**src/rtl/rxf_pkg.sv**
```systemverilog
package rxf_pkg;

    localparam int          CTL_EN_BIT  = 0;
    localparam int          CTL_RXC_BIT = 1;
    localparam int          CTL_TXC_BIT = 2;
    localparam logic [7:0]  CTL_KEEP    = 8'hC9;
    localparam int          TMR_W       = 6;   // 4 x 12 bits max = 48

    // bits per character: start + data + optional parity + stop
    function automatic logic [3:0] frame_bits(input logic [3:0] lc);
        logic [3:0] n;
        n = 4'd1 + {2'b00, lc[1:0]} + 4'd5 + {3'b000, lc[3]} + (lc[2] ? 4'd2 : 4'd1);
        return n;
    endfunction

    function automatic logic [3:0] trig_decode(input logic [1:0] sel);
        logic [3:0] lv;
        case (sel)
            2'b00:   lv = 4'd1;
            2'b01:   lv = 4'd4;
            2'b10:   lv = 4'd8;
            default: lv = 4'd14;
        endcase
        return lv;
    endfunction

endpackage

```
**src/rtl/rxf_store.sv**
```systemverilog
module rxf_store #(
    parameter int DEPTH = 16,   // power of two
    parameter int DW    = 8
) (
    input  logic                     clk,
    input  logic                     rst_n,
    input  logic                     clr,
    input  logic                     push,
    input  logic                     pop,
    input  logic [DW-1:0]            wdata,
    output logic [DW-1:0]            head,
    output logic [$clog2(DEPTH):0]   count,
    output logic                     push_ok,
    output logic                     pop_ok
);
    localparam int AW = $clog2(DEPTH);

    typedef struct packed {
        logic [AW-1:0] wp;
        logic [AW-1:0] rp;
        logic [AW:0]   cnt;
    } ptr_t;

    ptr_t          p_d, p_q;
    logic [DW-1:0] mem [DEPTH];
    logic          full;

    assign full    = (p_q.cnt == (AW+1)'(DEPTH));
    assign pop_ok  = pop && (p_q.cnt != '0) && !clr;
    assign push_ok = push && (!full || pop_ok) && !clr;

    always_comb begin
        p_d = p_q;
        if (clr) begin
            p_d = '0;
        end else begin
            if (push_ok) p_d.wp = p_q.wp + 1'b1;
            if (pop_ok)  p_d.rp = p_q.rp + 1'b1;
            p_d.cnt = p_q.cnt + (AW+1)'(push_ok) - (AW+1)'(pop_ok);
        end
    end

    always_ff @(posedge clk or negedge rst_n) begin
        if (!rst_n) p_q <= '0;
        else        p_q <= p_d;
    end

    always_ff @(posedge clk) begin
        if (push_ok) mem[p_q.wp] <= wdata;
    end

    assign head  = mem[p_q.rp];
    assign count = p_q.cnt;

    AST_CNT_RANGE: assert property (@(posedge clk) disable iff (!rst_n)
        p_q.cnt <= (AW+1)'(DEPTH));

endmodule

```
**src/rtl/rxf_timer.sv**
```systemverilog
module rxf_timer #(
    parameter int CW = 6
) (
    input  logic          clk,
    input  logic          rst_n,
    input  logic          restart,
    input  logic          run,
    input  logic          tick,
    input  logic [CW-1:0] limit,
    output logic          expired
);
    logic [CW-1:0] cnt_d, cnt_q;

    always_comb begin
        cnt_d = cnt_q;
        if (restart)                            cnt_d = '0;
        else if (run && tick && cnt_q < limit)  cnt_d = cnt_q + 1'b1;
    end

    always_ff @(posedge clk or negedge rst_n) begin
        if (!rst_n) cnt_q <= '0;
        else        cnt_q <= cnt_d;
    end

    assign expired = run && (cnt_q >= limit);

    AST_TMR_STEP: assert property (@(posedge clk) disable iff (!rst_n)
        (!restart && !(run && tick)) |=> $stable(cnt_q));

endmodule

```
**src/rtl/rx_fifo_ctl.sv**
```systemverilog
module rx_fifo_ctl #(
    parameter int DEPTH = 16,
    parameter int DW    = 8
) (
    input  logic                    clk,
    input  logic                    rst_n,
    input  logic                    cfg_write,
    input  logic [7:0]              cfg_wdata,
    input  logic [3:0]              line_cfg,
    input  logic                    bit_tick,
    input  logic                    rx_valid,
    input  logic                    rx_break,
    input  logic [DW-1:0]           rx_data,
    input  logic                    rd_en,
    output logic [DW-1:0]           rd_data,
    input  logic                    lsr_rd,
    output logic                    data_ready,
    output logic                    break_flag,
    output logic                    overrun_flag,
    output logic                    timeout_pend,
    output logic [$clog2(DEPTH):0]  fifo_count,
    output logic [3:0]              trig_level,
    output logic [7:0]              fcr_value,
    output logic                    tx_flush
);
    import rxf_pkg::*;

    localparam int CNTW = $clog2(DEPTH) + 1;

    typedef struct packed {
        logic [7:0]    ctl;
        logic [DW-1:0] hold;
        logic          dr;
        logic          bi;
        logic          oe;
        logic          pend;
        logic          txf;
    } st_t;

    st_t st_d, st_q;

    logic            fifo_en, en_flip, rx_clr, tx_clr, arrive;
    logic            push, pop, push_ok, pop_ok, expired, tmr_restart;
    logic [DW-1:0]   arr_byte, head;
    logic [CNTW-1:0] count;
    logic [TMR_W-1:0] limit;

    assign fifo_en  = st_q.ctl[CTL_EN_BIT];
    assign en_flip  = cfg_write && (cfg_wdata[CTL_EN_BIT] != fifo_en);
    assign rx_clr   = cfg_write && (cfg_wdata[CTL_RXC_BIT] || en_flip);
    assign tx_clr   = cfg_write && (cfg_wdata[CTL_TXC_BIT] || en_flip);
    assign arrive   = rx_valid || rx_break;
    assign arr_byte = rx_break ? '0 : rx_data;
    assign push     = fifo_en && arrive;
    assign pop      = fifo_en && rd_en;
    assign limit    = {frame_bits(line_cfg), 2'b00};
    assign tmr_restart = arrive || rd_en || rx_clr;

    rxf_store #(.DEPTH(DEPTH), .DW(DW)) u_store (
        .clk(clk), .rst_n(rst_n), .clr(rx_clr), .push(push), .pop(pop),
        .wdata(arr_byte), .head(head), .count(count),
        .push_ok(push_ok), .pop_ok(pop_ok)
    );

    rxf_timer #(.CW(TMR_W)) u_timer (
        .clk(clk), .rst_n(rst_n), .restart(tmr_restart),
        .run(fifo_en && (count != '0)), .tick(bit_tick),
        .limit(limit), .expired(expired)
    );

    always_comb begin
        st_d     = st_q;
        st_d.txf = tx_clr;
        if (lsr_rd) begin
            st_d.oe = 1'b0;
            st_d.bi = 1'b0;
        end
        if (fifo_en) begin
            if (rd_en) st_d.pend = 1'b0;
            if (pop_ok && !push_ok && count == CNTW'(1)) begin
                st_d.dr = 1'b0;
                st_d.bi = 1'b0;
            end
            if (push) begin
                st_d.dr = 1'b1;
                if (!push_ok) st_d.oe = 1'b1;
                if (rx_break) st_d.bi = 1'b1;
            end
            if (expired && !tmr_restart) st_d.pend = 1'b1;
        end else begin
            if (rd_en) begin
                st_d.dr = 1'b0;
                st_d.bi = 1'b0;
            end
            if (arrive) begin
                if (st_q.dr && !rd_en) st_d.oe = 1'b1;
                st_d.hold = arr_byte;
                st_d.dr   = 1'b1;
                if (rx_break) st_d.bi = 1'b1;
            end
        end
        if (rx_clr) begin
            st_d.dr   = 1'b0;
            st_d.bi   = 1'b0;
            st_d.pend = 1'b0;
        end
        if (cfg_write) st_d.ctl = cfg_wdata & CTL_KEEP;
    end

    always_ff @(posedge clk or negedge rst_n) begin
        if (!rst_n) st_q <= '0;
        else        st_q <= st_d;
    end

    assign rd_data      = fifo_en ? ((count == '0) ? '0 : head) : st_q.hold;
    assign data_ready   = st_q.dr;
    assign break_flag   = st_q.bi;
    assign overrun_flag = st_q.oe;
    assign timeout_pend = st_q.pend;
    assign fifo_count   = count;
    assign trig_level   = trig_decode(st_q.ctl[7:6]);
    assign fcr_value    = st_q.ctl;
    assign tx_flush     = st_q.txf;

    AST_FULL_KEEP: assert property (@(posedge clk) disable iff (!rst_n)
        (fifo_en && count == CNTW'(DEPTH) && rx_valid && !rd_en && !cfg_write)
        |=> (fifo_count == CNTW'(DEPTH) && overrun_flag));
    AST_BRK_HAS_DR: assert property (@(posedge clk) disable iff (!rst_n)
        break_flag |-> data_ready);
    AST_PEND_HAS_DATA: assert property (@(posedge clk) disable iff (!rst_n)
        timeout_pend |-> (fifo_count != '0));
    AST_EMPTY_NO_DR: assert property (@(posedge clk) disable iff (!rst_n)
        (fifo_en && fifo_count == '0) |-> !data_ready);
    AST_READ_CLR_PEND: assert property (@(posedge clk) disable iff (!rst_n)
        (fifo_en && rd_en) |=> !timeout_pend);
    AST_CTL_MASK: assert property (@(posedge clk) disable iff (!rst_n)
        cfg_write |=> (fcr_value == ($past(cfg_wdata) & 8'hC9)));

endmodule

```
**config.mk**
```make
export PLATFORM = sky130hd
export DESIGN_NAME = rx_fifo_ctl
export DESIGN_NICKNAME = d
export VERILOG_FILES = /design/src/rtl/rxf_pkg.sv /design/src/rtl/rxf_store.sv /design/src/rtl/rxf_timer.sv /design/src/rtl/rx_fifo_ctl.sv
export SDC_FILE = /design/constraint.sdc
export NUM_CORES = 1
export LEC_CHECK = 0
export ABC_AREA = 1
export BUFFER_PORTS_ARGS = -buffer_cell sky130_fd_sc_hd__buf_2
export CAP_MARGIN = 15
export CORE_ASPECT_RATIO = 0.8
export CORE_MARGIN = 1.5
export CORE_UTILIZATION = 30
export CTS_CLUSTER_SIZE = 16
export DETAILED_ROUTE_END_ITERATION = 16
export SLEW_MARGIN = 30
export SYNTH_ARGS = -nofsm -noshare
export SYNTH_HDL_FRONTEND = slang
export SYNTH_SLANG_ARGS = --single-unit
```
**constraint.sdc**
```tcl
create_clock -name clk -period 3.76 [get_ports clk]
set_input_delay 0.752 -clock clk [delete_from_list [all_inputs] [get_ports clk]]
set_output_delay 0.752 -clock clk [all_outputs]
set_load 0.05 [all_outputs]
```
==> results.txt <==
Synth top area share -> 0.521
H-tree level count -> 4
Worst min path class -> input port to async pin
Tot GR Track Use -> 0.138
Worst-Margin Slew -> 0.820 ns
GRT overflow -> 0
Slew margin rel. -> 0.451
# rows -> 51
CP most frequent cell -> nand3_1
Pwr Density -> 600 nW/um2
Status -> finished, final reports clean
Final hold vios -> 0
RSZ-0062 raised after global routing -> no
RePlAce Congestion -> 0.782
CP peak stage delay -> 0.54 ns
First-pass iteration count of the detailed router -> 5
Vias in the first global route -> 4686
Routed WL -> 16900 um
Sequential-to-total area share from yosys stat -> 0.643
Max-Cap Viols -> 0
Core outline area -> 24200 um2
Final worst-path cycle share -> 0.894
CP required -> 3.01 ns
Critical path class -> flip-flop to output port
Synth cell count leaders -> edfxtp_1 (128), nor2_1 (97), o21ai_0 (82)
Layout net count -> 790
Postcts setup bufs -> 0
Crit path DAT -> 2.61 ns
Die width -> 178 um
First-pass GRT wire length -> 26400 um
Clock latency on the worst-skew pair -> 0.43 ns
ANT cells -> 0
Die area -> 25600 um2
Cell variety after synth -> 35
Pleak -> 0.00338 uW
R2r worst-path depth -> 16
Share of layout cells above drive strength 1 -> 0.174
Syn Inst Count -> 686
Crit start category -> flip-flop
Cell Chain, Critical Path -> buf_4 -> o21ai_0 -> o22ai_1 -> nand2_1 -> nand3_1 -> nand3_1 -> o21ai_1 -> buf_2
Starting Density -> 0.304
Post-CTS sizing -> 0
Syn-to-layout area delta -> 17.0%
# fillers -> 2401
Post-Route Utilization -> 0.356
Iter 0 DRT Violations -> 422
Residual DRC -> 0
Setup TNS -> 0 ns
Endpoint type of the worst setup path -> output port
Achievable Freq -> 297 MHz
Largest net degree at the start of global routing -> 67
Post-synth EDFFs -> 128
Die H -> 143 um
Synth top area cells -> edfxtp_1 (52%), dfrtp_1 (12%), o21ai_0 (5.6%)
Tmin final -> 3.36 ns
Vias -> 5046
Num Clock Sinks -> 164
Max clock buf depth -> 2
Peak supply drop -> 0.000307 V
FF+latch count, synth -> 164
DR vias/cell -> 4.71
Hold buffer count at cts -> 0
Yosys Warn Count -> 0
Num CTS Buffers -> 17
I/O pin count -> 58
CTS tree -> built
Hpwl dp -> 10800 um
Syn avg cell area -> 10.8 um2
Root Driver -> clkbuf_16
IO buf count -> 51
Max-slew violations -> 0
Most common cell in the synthesized netlist -> edfxtp_1
Final Setup Violations -> 0
Post-synth top area cell -> edfxtp_1
Clk slew on worst S/H paths -> 0.06 ns
Worst hold slack -> 0.286 ns
Initial antenna violation count -> 0
Layout Skew -> 0.00808 ns
Final ANT Viol Nets -> 0
Slowest stage cell, crit path -> buf_4
DR WL/cell -> 15.8 um
Largest fanout on the critical path -> 66
Cell Area, Synth -> 7380 um2
Commonest register cell after synthesis -> edfxtp_1
Ys async rst share -> 0.220
stage by stage:
stage / power, uW / worst slack (ns) / area, um2 / std cells
2_1_floorplan: 3110 / 1.07 / 7390 / 689
3_3_place_gp: 3390 / 0.736 / 8010 / 1039
3_5_place_dp: 3410 / 0.757 / 8020 / 1039
4_1_cts: 5220 / 0.385 / 8630 / 1071
5_1_grt: 5430 / 0.215 / 8640 / 1071
6_report: 5190 / 0.397 / 8640 / 1071
routing by layer:
metal / global-route usage / up-vias / part of all wire
li1: - / 2464 / -
met1: 0.204 / 2443 / 0.50
met2: 0.195 / 127 / 0.44
met3: 0.0347 / 12 / 0.055
met4: 0.0487 / 0 / 0.0085
met5: 0 / - / 0
critical path, delay by kind of cell (launching register included):
| family | cells | cell delay, ns |
|---|---|---|
| buffers and inverters | 2 | 0.82 |
| flip-flops | 1 | 0.37 |
| AO/OA/AOI/OAI | 3 | 0.53 |
| AND/OR/NAND/NOR | 3 | 0.41 |
flip-flops by register name (all words and copies together) (netlist names):
| register | flops |
|---|---|
| st_q | 8 |
| overrun_flag | 1 |
| break_flag | 1 |
| u_store.p_q | 8 |
| u_store.mem | 128 |
| data_ready | 1 |
| timeout_pend | 1 |
| fcr_value | 4 |
| u_timer.cnt_q | 6 |
| u_store.count | 5 |
| tx_flush | 1 |
layout make-up:
class                      count  area (um2)  share of cell area
inverter                      66         251              0.0291
tap                          318         398              0.0461
clock inverter                14         185              0.0214
sequential                   164        4750               0.549
multi-input combinational    415        2170               0.251
timing repair buffer          76         458              0.0530
clock buffer                  18         429              0.0497
report_power, final:
group | switching [uW] | internal (uW)
Combinational | 914 | 361
Sequential | 56.1 | 2040
Clock | 710 | 1110
cells in the final DEF (no fill, tap or decap), drive strengths merged:
cell type / instances
edfxtp: 128
o21ai: 99
nor2: 97
nand2: 85
buf: 76
inv: 64
nand3: 39
dfrtp: 36
o22ai: 32
ha: 20
clkbuf: 18
nor3: 13
a21oi: 10
clkinv: 9
nand4: 5
conb: 4
bufinv: 4
mux2: 3
clkinvlp: 3
o211ai: 2
fa: 2
xnor2: 1
xor2: 1
a31oi: 1
or2: 1
cell families after synthesis:
kind of cell,Yosys count,synth area share
other,1,0.000508
multiplexers,3,0.00458
adder cells (fa/ha/maj),22,0.0393
AND/OR/NAND/NOR,240,0.140
XOR/XNOR,2,0.00237
flip-flops,164,0.643
AO/OA/AOI/OAI,144,0.104
buffers and inverters,110,0.0663
path summary, 6_finish.rpt:
kind,start,slack [ns],endpoint
min in group clk,fcr_value[3],0.51,fcr_value[3]
max in group asynchronous,rst_n,3.10,u_store.p_q[5]
setup / recovery,u_store.p_q[5],0.40,rd_data[1]
hold reg to reg,fcr_value[3],0.51,fcr_value[3]
hold / removal,rst_n,0.29,u_timer.cnt_q[5]
setup reg to reg,fcr_value[0],0.87,u_store.count[4]
(Power assumes the default switching activity.)
